--- config.mk ---
export PLATFORM = sky130hd
export DESIGN_NAME = fxfl_normalizer
export DESIGN_NICKNAME = d
export VERILOG_FILES = /design/src/rtl/fxfl_pkg.sv /design/src/rtl/fxfl_seg_detect.sv /design/src/rtl/fxfl_lead_find.sv /design/src/rtl/fxfl_rshift.sv /design/src/rtl/fxfl_normalizer.sv
export SDC_FILE = /design/constraint.sdc
export NUM_CORES = 1
export LEC_CHECK = 0
export ABC_CLOCK_PERIOD_IN_PS = 800
export BUFFER_PORTS_ARGS = -buffer_cell sky130_fd_sc_hd__buf_4
export CAP_MARGIN = 20
export CELL_PAD_IN_SITES_DETAIL_PLACEMENT = 0
export CELL_PAD_IN_SITES_GLOBAL_PLACEMENT = 1
export CORE_MARGIN = 2
export CORE_UTILIZATION = 41
export CTS_BUF_LIST = sky130_fd_sc_hd__clkbuf_16
export CTS_CLUSTER_DIAMETER = 50
export DETAILED_ROUTE_END_ITERATION = 8
export PLACE_DENSITY = 0.88
export SYNTH_ARGS = -nofsm -noshare
export SYNTH_HDL_FRONTEND = slang
export SYNTH_HIERARCHICAL = 1
export SYNTH_SLANG_ARGS = --single-unit
export TNS_END_PERCENT = 50
--- constraint.sdc ---
create_clock -name clk -period 0.8 [get_ports clk]
set_input_delay 0.08 -clock clk [delete_from_list [all_inputs] [get_ports clk]]
set_output_delay 0.08 -clock clk [all_outputs]
set_load 0.01 [all_outputs]
--- src/rtl/fxfl_pkg.sv ---
package fxfl_pkg;
   localparam int unsigned IN_W_DEF  = 38;
   localparam int unsigned MAN_W_DEF = 18;
   localparam int unsigned EXP_W_DEF = 6;
   localparam int unsigned SEG_W_DEF = 8;

   typedef enum logic {
      SEARCH_FLAT      = 1'b0,
      SEARCH_SEGMENTED = 1'b1
   } search_e;
endpackage

--- src/rtl/fxfl_seg_detect.sv ---
module fxfl_seg_detect #(
   parameter int unsigned SEG_W = 8,
   localparam int unsigned IDX_W = (SEG_W > 1) ? $clog2(SEG_W) : 1
) (
   input  logic [SEG_W-1:0] seg_bits,
   output logic             seg_hit,
   output logic [IDX_W-1:0] seg_idx
);
   always_comb begin
      seg_hit = |seg_bits;
      seg_idx = '0;
      for (int i = 0; i < int'(SEG_W); i++) begin
         if (seg_bits[i]) seg_idx = IDX_W'(i);
      end
   end
endmodule

--- src/rtl/fxfl_lead_find.sv ---
module fxfl_lead_find #(
   parameter int unsigned DW    = 37,
   parameter int unsigned SEG_W = 8,
   parameter fxfl_pkg::search_e SEARCH = fxfl_pkg::SEARCH_SEGMENTED,
   localparam int unsigned POS_W = $clog2(DW + 1)
) (
   input  logic [DW-1:0]    diff,
   output logic             found,
   output logic [POS_W-1:0] pos
);
   localparam int unsigned NSEG  = (DW + SEG_W - 1) / SEG_W;
   localparam int unsigned PAD_W = NSEG * SEG_W;
   localparam int unsigned IDX_W = (SEG_W > 1) ? $clog2(SEG_W) : 1;

   if (SEARCH == fxfl_pkg::SEARCH_SEGMENTED) begin : g_seg
      logic [PAD_W-1:0] padded;
      logic [NSEG-1:0]  hit;
      logic [IDX_W-1:0] idx [NSEG];

      assign padded = PAD_W'(diff);

      for (genvar s = 0; s < int'(NSEG); s++) begin : g_unit
         fxfl_seg_detect #(.SEG_W(SEG_W)) u_det (
            .seg_bits (padded[s*SEG_W +: SEG_W]),
            .seg_hit  (hit[s]),
            .seg_idx  (idx[s])
         );
      end

      always_comb begin
         found = |hit;
         pos   = '0;
         for (int s = 0; s < int'(NSEG); s++) begin
            if (hit[s]) pos = POS_W'(s * int'(SEG_W)) + POS_W'(idx[s]);
         end
      end
   end else begin : g_flat
      always_comb begin
         found = |diff;
         pos   = '0;
         for (int i = 0; i < int'(DW); i++) begin
            if (diff[i]) pos = POS_W'(i);
         end
      end
   end
endmodule

--- src/rtl/fxfl_rshift.sv ---
module fxfl_rshift #(
   parameter int unsigned IN_W  = 38,
   parameter int unsigned MAN_W = 18,
   parameter int unsigned SH_W  = 5
) (
   input  logic [IN_W-1:0]  din,
   input  logic [SH_W-1:0]  sh,
   output logic [MAN_W-1:0] mant
);
   logic [IN_W-1:0] stage [SH_W+1];

   assign stage[0] = din;

   for (genvar k = 0; k < int'(SH_W); k++) begin : g_stage
      assign stage[k+1] = sh[k] ? IN_W'($signed(stage[k]) >>> (1 << k)) : stage[k];
   end

   assign mant = stage[SH_W][MAN_W-1:0];
endmodule

--- src/rtl/fxfl_normalizer.sv ---
module fxfl_normalizer #(
   parameter int unsigned IN_W  = fxfl_pkg::IN_W_DEF,
   parameter int unsigned MAN_W = fxfl_pkg::MAN_W_DEF,
   parameter int unsigned EXP_W = fxfl_pkg::EXP_W_DEF,
   parameter int unsigned SEG_W = fxfl_pkg::SEG_W_DEF,
   parameter fxfl_pkg::search_e SEARCH = fxfl_pkg::SEARCH_SEGMENTED
) (
   input  logic                   clk,
   input  logic                   rst_n,
   input  logic                   in_vld,
   input  logic [IN_W-1:0]        in_data,
   output logic                   out_vld,
   output logic [MAN_W+EXP_W-1:0] out_word
);
   localparam int unsigned DW        = IN_W - 1;
   localparam int unsigned POS_W     = $clog2(DW + 1);
   localparam int unsigned SHIFT_MAX = IN_W - MAN_W;
   localparam int unsigned SH_W      = $clog2(SHIFT_MAX + 1);
   localparam int unsigned TOP_POS   = MAN_W - 2;

   if (MAN_W < 2 || MAN_W >= IN_W) begin : g_bad_man
      $error("mantissa width must lie in [2, input width)");
   end
   if (SHIFT_MAX >= (1 << EXP_W)) begin : g_bad_exp
      $error("exponent field too narrow for the largest shift");
   end
   if (SEG_W < 2 || (SEG_W & (SEG_W - 1)) != 0) begin : g_bad_seg
      $error("segment width must be a power of two, at least 2");
   end

   logic [DW-1:0]    diff;
   logic             found;
   logic [POS_W-1:0] pos;
   logic [SH_W-1:0]  shamt;
   logic [MAN_W-1:0] mant;

   assign diff = in_data[DW-1:0] ^ {DW{in_data[IN_W-1]}};

   fxfl_lead_find #(.DW(DW), .SEG_W(SEG_W), .SEARCH(SEARCH)) u_find (
      .diff  (diff),
      .found (found),
      .pos   (pos)
   );

   always_comb begin
      if (found && (pos > POS_W'(TOP_POS))) shamt = SH_W'(pos - POS_W'(TOP_POS));
      else                                  shamt = '0;
   end

   fxfl_rshift #(.IN_W(IN_W), .MAN_W(MAN_W), .SH_W(SH_W)) u_shift (
      .din  (in_data),
      .sh   (shamt),
      .mant (mant)
   );

   always_ff @(posedge clk or negedge rst_n) begin
      if (!rst_n) begin
         out_vld  <= 1'b0;
         out_word <= '0;
      end else begin
         out_vld <= in_vld;
         if (in_vld) out_word <= {mant, EXP_W'(shamt)};
      end
   end
endmodule

# Yosys cells after proc, flatten, opt, wreduce, memory -nomap -nowiden
# Cells that the tools add are included.
# Widths: inputs -> output; s select.
# totals
regBits	24
in_bits	41
output_inout_bits	25
word_cells	59
# op_classes
n_addsub	5
n_lt_le_gt_ge	1
n_mux	43
n_bitwise	1
reduce_logical	7
# op_table
cell	count
$mux 37	3
$mux 3	28
$reduce_or 37->1	1
$xor 37x37->37	1
$mux 34	1
$reduce_or 8->1	4
$mux 6	4
$mux 18	1
$add 5x3->6 const A	2
$add 6x3->6 const A	1
$gt 6x5->1 const B	1
$add 4x3->5 const A	1
$mux 1	5
$mux 5	1
$reduce_or 5->1	1
$sub 5x5->5 const B	1
$logic_and 1x1->1	1

# Depth between registers and ports, before layout
# logic_depth
depth_word	21
ltp_mapped	19
ltp_nobuf	13

# Hierarchy
# The synthesis kept the hierarchy.
# by_module_without_submodules
module	n_inst	cells_each	area_each_um2	seq_area_each_um2
fxfl_rshift	1	247	2306.0	0.0
fxfl_normalizer	1	108	1380.1	600.6
fxfl_seg_detect	5	12	66.3	0.0
fxfl_lead_find	1	30	220.2	0.0

# Least setup slack after synthesis
# No wires, ideal clock.
# synth_path
kind	input to register
startpoint	in in_data[37]
endpoint	reg out_word[7]
setup_time_ns	0.125
arrival_ns	3.440
required_ns	0.675
slack_ns	-2.765
path_stages	17
n_path_buf	5
path_cell_list	buf_4 buf_6 xor2_1 nor2_1 nand4_1 buf_6 nor2_1 or4b_1 o21a_1 and2_1 buf_6 buf_6 mux2_4 mux4_2 a21oi_1 o211ai_1 mux2_4
# synth_via
word_cells_on_any_way	57
cone_classes	add/sub (5); order compare (1); mux (43); bitwise (1); reduce/logical (7)
# synth_rtl
element	line_no	source
start: declaration	fxfl_normalizer.sv:11	input logic [IN_W-1:0] in_data,
$xor 37x37->37 (*)	fxfl_normalizer.sv:37	assign diff = in_data[DW-1:0] ^ {DW{in_data[IN_W-1]}};
net diff[22]	fxfl_normalizer.sv:31	logic [DW-1:0] diff;
$reduce_or 8->1 (*)	fxfl_seg_detect.sv:10	seg_hit = |seg_bits;
net u_find.g_seg.hit[2]	fxfl_lead_find.sv:17	logic [NSEG-1:0] hit;
$mux 6 (*) (3 in series)	fxfl_lead_find.sv:34	if (hit[s]) pos = POS_W'(s * int'(SEG_W)) + POS_W'(idx[s]);
$gt 6x5->1	fxfl_normalizer.sv:46	if (found && (pos > POS_W'(TOP_POS))) shamt = SH_W'(pos - POS_W'(TOP_POS));
$logic_and 1x1->1	fxfl_normalizer.sv:46	
$mux 5 (*)	fxfl_normalizer.sv:46	
net shamt[1]	fxfl_normalizer.sv:34	logic [SH_W-1:0] shamt;
$mux 37 (*) (2 in series)	fxfl_rshift.sv:15	assign stage[k+1] = sh[k] ? IN_W'($signed(stage[k]) >>> (1 << k)) : stage[k];
$mux 34 (*)	fxfl_rshift.sv:15	
$mux 18 (*)	fxfl_rshift.sv:15	
net mant[1]	fxfl_normalizer.sv:35	logic [MAN_W-1:0] mant;
end signal: assignment	fxfl_normalizer.sv:62	if (in_vld) out_word <= {mant, EXP_W'(shamt)};
end: declaration	fxfl_normalizer.sv:13	output logic [MAN_W+EXP_W-1:0] out_word
# The timed path passes the listed nets; every way through them passes the cells marked *.
# A chain may end at the register's enable or synchronous reset.

# Worst setup path after layout
# layout_path
startpoint	in in_data[37]
endpoint	reg out_word[8]
# layout_via
word_cells_on_any_way	57
cone_classes	add/sub (5); order compare (1); mux (43); bitwise (1); reduce/logical (7)
# layout_rtl
element	line_no	source
$xor 37x37->37 (*)	fxfl_normalizer.sv:37	
net diff[14]	fxfl_normalizer.sv:31	
$reduce_or 8->1 (*)	fxfl_seg_detect.sv:10	
net u_find.g_seg.hit[1]	fxfl_lead_find.sv:17	
$mux 6 (*) (4 in series)	fxfl_lead_find.sv:34	
net pos[1]	fxfl_normalizer.sv:33	logic [POS_W-1:0] pos;
$gt 6x5->1	fxfl_normalizer.sv:46	
$logic_and 1x1->1	fxfl_normalizer.sv:46	
$mux 5 (*)	fxfl_normalizer.sv:46	
net shamt[1]	fxfl_normalizer.sv:34	
$mux 37 (*) (2 in series)	fxfl_rshift.sv:15	
$mux 34 (*)	fxfl_rshift.sv:15	
$mux 18 (*)	fxfl_rshift.sv:15	
net mant[2]	fxfl_normalizer.sv:35	
# Marks and branches as above.

==> results.cfg <==
[logic_synthesis]
synth_top_area_share_pct = 18.07
synth-edff-count = 0
yosysWarnings = 6
ys_seq_area_share_pct = 14.17
ys_ff_latch = 24
synth_area_per_cell_sq_um = 9.523
postSynthCellCount = 445
ys.flop_type = dfrtp_1
synth.cell_area_sq_mm = 0.004238
synth_area_leaders = mux4_2 18%, dfrtp_1 14%, xor2_1 7.6%
async_reset_ff_share_pct = 100.0
yosys.area.top_type = mux4_2
synth_cell_type_count = 63

[sta]
fmax_mhz = 280.3
period_share_pct = 446.0
hold_violations = 0
fin_ws_ps = -2768
worst_pin_slew_ps = 697.4
slew_viol_final = 0
fin_worst_skew_ps = 0
fin_crit_ps = 3568
setup_viol = 47
rsz0062_at_grt = true
slew_headroom_pct = 53.41

[status]
violations = negative setup slack
status = complete, but fails checks

[critical_path]
r2r_start = out_word[21]$_DFFE_PN0P_
cp-start-kind = input pin
r2r_cells = 1
startpoint = in_data[37]
critical_path_class = input pin to flip-flop
worst_ep_required_time_ps = 950
cp-end-kind = flip-flop
cp.arrival_ps = 3720
critPathMaxFanout = 8

[route]
firstDrtPassIters = 7
vias_per_cell = 6.636
drt_drc_violations_left = 0
drt_wl_total_um = 19850
dr.first_iter.drc_count = 709
wl_per_cell_um = 24.85
num_vias = 5302
drtAntennaViolNets = 0

[floorplan]
die_w_um = 105.7
design.core.area_sq_mm = 0.01018
die_y_um = 105.7
io_pins = 66
die-area_sq_mm = 0.01117
initial_core_util_pct = 41.61
rows = 37

[placement]
io_buffers = 64
pre_cts_ws_ps = -3129
gp_congestion = 1.061
hpwl_um = 12230

[global_route]
grt_pass1_vias = 5318
antenna_found_initial = 0
overflow = 0
use_met1_pct = 37.06
grt.total_usage_pct = 32.90
grt_max_degree = 25
top_usage_layer = met2
grtUsageMet2_pct = 54.15
grt_pass1_wl_um = 28750
grtUsageMet3_pct = 10.58

[pwr]
p_leak_nw = 3.200
power_density_mw_per_mm2 = 1151
ir_worst_vdd_mv = 0.9903

[clock_tree]
cts_tree = yes
clock_path_buffers = 2
cts-root-buf = clkbuf_16
cts-buffers-inserted = 3
clock_latency_ps = 260
clkTransAtPathRegs_ps = 70
clock_sinks = 24
htreeDepth = 1

[finish]
layout_commonest_cell = buf_4
layout_common_cells = 195 x buf_4, 37 x buf_6, 34 x mux4_2
diodes = 0
drive_gt1_share_pct = 63.65
layout.nets = 705
final_util_pct = 68.96
area_growth_pct = 65.72

[worst_hold_path]
hold_path.startpoint = in_vld
min_path_cells = 2
hp-class = input pin to flip-flop

[run]
maxCapViolCount = 0
## Yosys cell counts, types with 4 or more instances
cell type and instances:
nor3_1 11, a211oi_1 4, mux4_2 34, nand4_1 6, mux2i_1 28, inv_1 15
o31ai_2 5, nor2b_1 5, a22oi_1 4, buf_6 10, inv_2 6, xor2_1 37
o22ai_1 14, buf_4 8, nor2_1 29, a21oi_1 14, nand2_1 32, a21oi_2 5
and2_1 5, nand3_1 8, dfrtp_1 24, mux2_2 27, buf_2 12, mux2_4 13
clkbuf_1 10, o211ai_1 6, o21ai_0 5, o31ai_1 6
## metal layers
metal / part of all wire [%] / wire length (um)
met4: 8.3 / 1654
met5: 0.20 / 40
met3: 11 / 2145
met2: 47 / 9400
met1: 33 / 6611
## timing repair
item / 4_1_cts / 5_1_grt
hold buffers: 1 / 0
setup buffers: 27 / 8
endpoints found under the setup margin: 47 / 47
gates resized for setup: 107 / 44
hold endpoints to repair: 24 / 0
gates cloned: 4 / 1
pin swaps: 34 / 18
## final cells by class
class	instances	area [sq um]
clock buffer	3	75.07
clock inverter	1	30.03
fill	686	3162
inverter	22	82.58
multi-input combinational	365	3841
sequential	24	603.1
tap	136	170.2
timing repair buffer	248	2221
## registers in the layout (all words and copies together), names as in the netlist
name / flops
out_word: 23
out_vld: 1
## through the flow
| stage | total power [mW] | instances | instance area [sq um] | TNS, ps | hold slack [ps] |
|---|---|---|---|---|---|
| after CTS | 7.554 | 792 | 6759 | -49660 | 194.8 |
| after floorplan | 3.712 | 452 | 4447 | -51450 | -215.6 |
| after detailed placement | 5.400 | 757 | 5904 | -62620 | 2.722 |
| after global placement | 5.282 | 757 | 5904 | -60760 | -1.645 |
| final | 8.085 | 799 | 7023 | -54270 | 200.2 |
| after global routing | 8.330 | 799 | 7023 | -56110 | 204.8 |
## worst max-delay path, stage by stage
cell,delay (ps)
buf_16,130
buf_12,150
xor2_4,150
nor2_2,130
nand4_1,160
buf_6,170
nor4b_4,340
a221o_1,220
a2bb2oi_2,160
and2_4,240
buf_8,140
buf_4,140
mux2i_2,400
buf_4,210
nor2_1,50
nor4_2,380
o21ai_2,170
mux2_4,280
## worst paths after layout
kind,endpoint,slack [ps]
worst max-delay path,out_word[8]$_DFFE_PN0P_,-2770
worst min-delay path,out_vld$_DFF_PN0_,200
worst max register to register,out_word[21]$_DFFE_PN0P_,-60
worst min register to register,out_word[22]$_DFFE_PN0P_,540
max in group asynchronous,out_word[14]$_DFFE_PN0P_,280
min in group asynchronous,out_word[11]$_DFFE_PN0P_,250
## kinds of logic after synthesis
| group | synth area share [%] |
|---|---|
| flops | 14.17 |
| simple gates | 13.37 |
| other cells | 0.1772 |
| buf+inv | 8.798 |
| xor+xnor | 7.647 |
| compound gates | 19.37 |
| mux | 36.46 |
## power breakdown
part / internal [mW] / switching [mW]
Clock: 0.997 / 0.485
Combinational: 2.69 / 2.28
Sequential: 1.42 / 0.208
Power figures use the tool's default switching activity.
